--- src/rtl/cmdq_pkg.sv ---
package cmdq_pkg;
  typedef enum logic [1:0] {
    ST_IDLE = 2'd0,
    ST_WAIT = 2'd1,
    ST_TRIG = 2'd2
  } qState_e;

  // Bit positions inside the command word (decoded downstream)
  localparam int BIT_EOQ   = 0;
  localparam int BIT_PAUSE = 1;
  localparam int BIT_EXT   = 5;
  localparam int BIT_BUF   = 6;
  localparam int BIT_RD    = 7;

  typedef struct packed {
    logic xfer;
    logic clrCnt;
    logic incCnt;
    logic setEoq;
    logic setPause;
  } ctlStrobe_t;
endpackage

--- src/rtl/cmdq_datapath.sv ---
module cmdq_datapath
  import cmdq_pkg::*;
#(
  parameter int CMD_W = 32,
  parameter int CNT_W = 7
) (
  input  logic             clk,
  input  logic             rstN,
  input  logic             trigIn,
  input  logic [CMD_W-1:0] cmdIn,
  input  ctlStrobe_t       strobe,
  input  logic             eoqClr,
  input  logic             pauseClr,
  output logic             trigRise,
  output logic             cmdEoq,
  output logic             cmdPause,
  output logic [CMD_W-1:0] cmdOut,
  output logic             extBuf,
  output logic             bufSel,
  output logic             rdCmd,
  output logic [CNT_W-1:0] xferCnt,
  output logic             eoqFlag,
  output logic             pauseFlag
);
  localparam logic [CNT_W-1:0] CNT_ONE = CNT_W'(1);

  logic trigPrev;

  always_ff @(posedge clk or negedge rstN) begin
    if (!rstN) trigPrev <= 1'b0;
    else       trigPrev <= trigIn;
  end
  assign trigRise = trigIn & ~trigPrev;

  assign cmdOut   = cmdIn;
  assign cmdEoq   = cmdIn[BIT_EOQ];
  assign cmdPause = cmdIn[BIT_PAUSE];
  assign extBuf   = cmdIn[BIT_EXT];
  assign bufSel   = cmdIn[BIT_BUF];
  assign rdCmd    = cmdIn[BIT_RD];

  always_ff @(posedge clk or negedge rstN) begin
    if (!rstN)              xferCnt <= '0;
    else if (strobe.clrCnt) xferCnt <= '0;
    else if (strobe.incCnt) xferCnt <= xferCnt + CNT_ONE;
  end

  always_ff @(posedge clk or negedge rstN) begin
    if (!rstN) begin
      eoqFlag   <= 1'b0;
      pauseFlag <= 1'b0;
    end else begin
      if (eoqClr)               eoqFlag <= 1'b0;
      else if (strobe.setEoq)   eoqFlag <= 1'b1;
      if (pauseClr)             pauseFlag <= 1'b0;
      else if (strobe.setPause) pauseFlag <= 1'b1;
    end
  end
endmodule

--- src/rtl/cmdq_control.sv ---
module cmdq_control
  import cmdq_pkg::*;
(
  input  logic       clk,
  input  logic       rstN,
  input  logic       armIn,
  input  logic       trigRise,
  input  logic       modeCont,
  input  logic       cmdValid,
  input  logic       cvReady,
  input  logic       cmdEoq,
  input  logic       cmdPause,
  output qState_e    state,
  output logic       cmdReady,
  output logic       outValid,
  output ctlStrobe_t strobe
);
  qState_e stateNxt;
  logic    active;

  assign active   = (state == ST_TRIG);
  assign outValid = active & cmdValid;
  assign cmdReady = active & cvReady;

  always_comb begin
    strobe          = '0;
    strobe.xfer     = active & cmdValid & cvReady;
    strobe.clrCnt   = strobe.xfer & cmdEoq;
    strobe.incCnt   = strobe.xfer & ~cmdEoq;
    strobe.setEoq   = strobe.xfer & cmdEoq;
    strobe.setPause = strobe.xfer & cmdPause;
  end

  always_comb begin
    stateNxt = state;
    unique case (state)
      ST_IDLE: if (armIn) stateNxt = ST_WAIT;
      ST_WAIT: if (trigRise) stateNxt = ST_TRIG;
      ST_TRIG: begin
        if (strobe.xfer) begin
          if (cmdEoq)        stateNxt = modeCont ? ST_WAIT : ST_IDLE;
          else if (cmdPause) stateNxt = ST_WAIT;
        end
      end
      default: stateNxt = ST_IDLE;
    endcase
  end

  always_ff @(posedge clk or negedge rstN) begin
    if (!rstN) state <= ST_IDLE;
    else       state <= stateNxt;
  end
endmodule

--- src/rtl/cmdq_scan_ctrl.sv ---
module cmdq_scan_ctrl
  import cmdq_pkg::*;
#(
  parameter int CMD_W = 32,
  parameter int CNT_W = 7
) (
  input  logic             clk,
  input  logic             rstN,
  input  logic             armIn,
  input  logic             trigIn,
  input  logic             modeCont,
  input  logic [CMD_W-1:0] cmdData,
  input  logic             cmdValid,
  output logic             cmdReady,
  output logic [CMD_W-1:0] outCmd,
  output logic             outValid,
  input  logic             cvReady,
  output logic             outExtBuf,
  output logic             outBufSel,
  output logic             outRead,
  output logic [1:0]       qState,
  output logic [CNT_W-1:0] xferCnt,
  output logic             eoqFlag,
  output logic             pauseFlag,
  input  logic             eoqClr,
  input  logic             pauseClr
);
  ctlStrobe_t strobe;
  qState_e    state;
  logic       trigRise, cmdEoq, cmdPause;

  cmdq_control u_ctl (
    .clk(clk), .rstN(rstN), .armIn(armIn), .trigRise(trigRise),
    .modeCont(modeCont), .cmdValid(cmdValid), .cvReady(cvReady),
    .cmdEoq(cmdEoq), .cmdPause(cmdPause), .state(state),
    .cmdReady(cmdReady), .outValid(outValid), .strobe(strobe)
  );

  cmdq_datapath #(.CMD_W(CMD_W), .CNT_W(CNT_W)) u_dp (
    .clk(clk), .rstN(rstN), .trigIn(trigIn), .cmdIn(cmdData),
    .strobe(strobe), .eoqClr(eoqClr), .pauseClr(pauseClr),
    .trigRise(trigRise), .cmdEoq(cmdEoq), .cmdPause(cmdPause),
    .cmdOut(outCmd), .extBuf(outExtBuf), .bufSel(outBufSel),
    .rdCmd(outRead), .xferCnt(xferCnt), .eoqFlag(eoqFlag),
    .pauseFlag(pauseFlag)
  );

  assign qState = state;
endmodule

--- config.mk ---
export PLATFORM = sky130hd
export DESIGN_NAME = cmdq_scan_ctrl
export DESIGN_NICKNAME = d
export VERILOG_FILES = /design/src/rtl/cmdq_pkg.sv /design/src/rtl/cmdq_datapath.sv /design/src/rtl/cmdq_control.sv /design/src/rtl/cmdq_scan_ctrl.sv
export SDC_FILE = /design/constraint.sdc
export NUM_CORES = 1
export LEC_CHECK = 0
export BUFFER_PORTS_ARGS = -buffer_cell sky130_fd_sc_hd__buf_2
export CORE_MARGIN = 3
export CORE_UTILIZATION = 35
export CTS_CLUSTER_SIZE = 40
export DETAILED_ROUTE_END_ITERATION = 8
export PLACE_DENSITY = 0.89
export SLEW_MARGIN = 20
export SYNTH_ARGS = -nofsm -noshare
export SYNTH_HDL_FRONTEND = slang
export SYNTH_HIERARCHICAL = 1
export SYNTH_SLANG_ARGS = --single-unit
--- constraint.sdc ---
create_clock -name clk -period 2.35 [get_ports clk]
set_input_delay 0.235 -clock clk [delete_from_list [all_inputs] [get_ports clk]]
set_output_delay 0.235 -clock clk [all_outputs]
set_load 0.05 [all_outputs]
==> flow_summary.ini <==
[run_status]
result_of_the_run = finished, final reports clean

[logic_synthesis]
ys_seq_elements = 12
synth_seq_area_share_pct = 33.61
synth_largest_area_cell = buf_4
yosysWarningCount = 6
synth_top_area_share_pct = 33.61
post_synth_inst_count = 96
synth.lib_cells_used.distinct = 22
avgSynthCellArea_um2 = 9.306
postSynthNetCount = 138
synth.top_cells.by_area = buf_4 34%, dfrtp_1 34%, nor2_1 3.8%, and2_1 3.5%, o2111ai_4 2.9%
synthesis.area_um2 = 893.4

[global_routing]
pin_count_of_the_biggest_net_entering_global_routing = 13
global_router_s_overall_resource_usage_pct = 9.571
antenna_found_initial = 0
wire_length_of_the_first_global_routing_pass_mm = 2.297
grt_pass1_vias = 498
gr-total-overflow = 0

[floorplanning]
num_rows = 17
dieHeight_um = 56.52
die_width_um = 56.52
core_region_area_mm2 = 0.002318
floorplan.initialDensity_pct = 38.53
ioPinCount = 89
dieArea_mm2 = 0.003195

[timing]
setup-violations-final = 0
max_slew.worst_pin.slew_ns = 0.3811
final_max_slew_viol_count = 0
final-hold-violation-count = 0
final.setup_skew_ns = 0.006785
finalCriticalPeriod_ns = 1.918
rsz_0062_raised_after_global_routing = no
max_frequency_ghz = 0.5214
fin_crit_sh_pct = 81.61
max_slew_headroom_at_the_worst_pin_pct = 74.59
setup_tns_final_ns = 0

[finish]
fillCellCount = 246
final_common_cell = buf_2
multiInputGateArea_um2 = 281.5
n_antenna_cell = 0
synthToLayoutAreaGrowth_pct = -12.04
final_util_pct = 33.89
layout_common_cells = 25 x buf_2, 12 x dfrtp_1, 9 x nor2_1
nNetsFinal = 129
regArea_um2 = 300.3
post-route-cell-area_um2 = 785.8
share_of_post_route_cells_with_drive_strength_above_1_pct = 36.47

[clock_tree]
library_cell_used_as_clock_root_buffer = clkbuf_4
cts_made_buffers = 3
clock_sinks = 12
post_cts_resize_count = 0
clock_tree.htree_level_count = 1
post_cts_buffers = 0
worst_skew_pair.late_latency_ns = 0.27
postCtsHoldBufs = 1
clock_path_buffers = 2
cts_tree = done
clk_pin_slew_worst_paths_ns = 0.07

[run]
number_of_violations_of_the_max_capacitance_limit = 0

[placed_design]
hpwlAfterDp_mm = 1.227
placedInstanceArea_um2 = 753.2
io_buffer_count = 25
gpl.final_weighted_congestion = 0.8510

[routing]
drt-total-wl_mm = 1.550
route.detailed.vias_per_inst = 4.699
ant_nets = 0
remaining_drc_errors = 0
dr.pass1.iters = 4
via_count = 531
wire_per_inst_um = 13.72
drt_iter0_markers = 14

[pwr]
power.static_leakage_nw = 0.4056
pwr_density_cell_mw_per_mm2 = 775.9
fin_total_pwr_uw = 609.7
power.ir.vdd_worst_mv = 0.4179

[worst_setup_path]
critical_path.top_delay_family = simple AND/OR/NAND/NOR gates
worst_setup_path_end_kind = flip-flop
cp_slowest_cell = dfrtp_1
timing.critical_path.cells = nor2b_4 > and3_4 > and2_1 > o2111ai_4 > or3_1 > a21oi_1
startpoint_type = flip-flop
required_ns = 2.54
worstPathArrival_ns = 2.11
worst_path_largest_cell_delay_ns = 0.44
crit_path_max_fanout = 10
worstSetupPathType = flip-flop to flip-flop
cp_num_buf_inv = 0

[worst_hold_path]
min-delay-path-class = input port to flip-flop
[Yosys cell counts (all sizes together)]
cell type  number
and2            5
nand2           2
nor2            9
dfrtp          12
ha              1
o2111ai         1
nand3b          1
o21ai           5
and3            1
a21oi           2
or3             2
o22ai           1
mux2i           2
nand4           2
nor2b           2
inv             3
o211a           1
xor2            3
xnor2           1
buf            40
[path summary, 6_finish.rpt]
kind                                start         endpoint  slack, ns  cells past startpoint
max                        u_ctl/state[0]  u_dp/xferCnt[6]       0.43                      6
min                                trigIn    u_dp/trigPrev       0.07                      1
max reg2reg                u_ctl/state[0]  u_dp/xferCnt[6]       0.43                      6
min reg2reg                u_dp/pauseFlag   u_dp/pauseFlag       0.49                      2
max in group asynchronous            rstN  u_dp/xferCnt[6]       1.76                      2
min in group asynchronous            rstN  u_dp/xferCnt[1]       0.37                      2
[metal layers]
metal,global-route usage [%],part of all wire (%),wire length (µm)
met1,10.17,41,638
met3,7.356,16,245
met4,7.797,2.5,39
met2,12.21,40,626
met5,0,0,0
[per-stage QoR]
step                      hold slack (ns)  setup WS (ns)  cells
after floorplan                  -0.06059         0.2052     96
final                             0.06997         0.4322    113
after global placement             0.1224         0.5269    109
after global routing              0.04805         0.3273    113
after detailed placement           0.1248         0.4449    109
after CTS                         0.05637         0.4192    113
[where the power goes]
part           internal [mW]  switching (mW)  leakage [nW]
clock                 0.0594          0.0641        0.0138
combinational         0.0619           0.156         0.231
sequential             0.232          0.0361         0.161
total                  0.354           0.256         0.406
[kinds of logic after synthesis]
logic type                 Yosys count  synth area share, %
AOI/OAI and AO/OA                   10                8.684
xor gates and xnor gates             4                3.922
adders and majority gates            1                1.400
buffers and inverters               43                34.87
DFF                                 12                33.61
muxes                                2                2.241
and+or+nand+nor                     24                15.27
[layout make-up]
| type | instances | share of cell area, % |
|---|---|---|
| Inverter | 3 | 1.433 |
| Timing Repair Buffer | 26 | 17.20 |
| Tap cell | 28 | 4.459 |
| Multi-Input combinational cell | 41 | 35.83 |
| Sequential cell | 12 | 38.22 |
| Clock buffer | 3 | 2.866 |
[state kept, by name, summed over array words and instances (netlist names)]
name	cells
u_ctl/state	2
u_dp/eoqFlag	1
u_dp/pauseFlag	1
u_dp/trigPrev	1
u_dp/xferCnt	7
[worst register-to-register path, stage by stage, from the launching register on]
cell and delay, ns:
dfrtp_1 0.44, nor2b_4 0.16, and3_4 0.19, and2_1 0.36, o2111ai_4 0.18, or3_1 0.37
a21oi_1 0.15
Note: power is estimated with default switching activity, not from simulation.
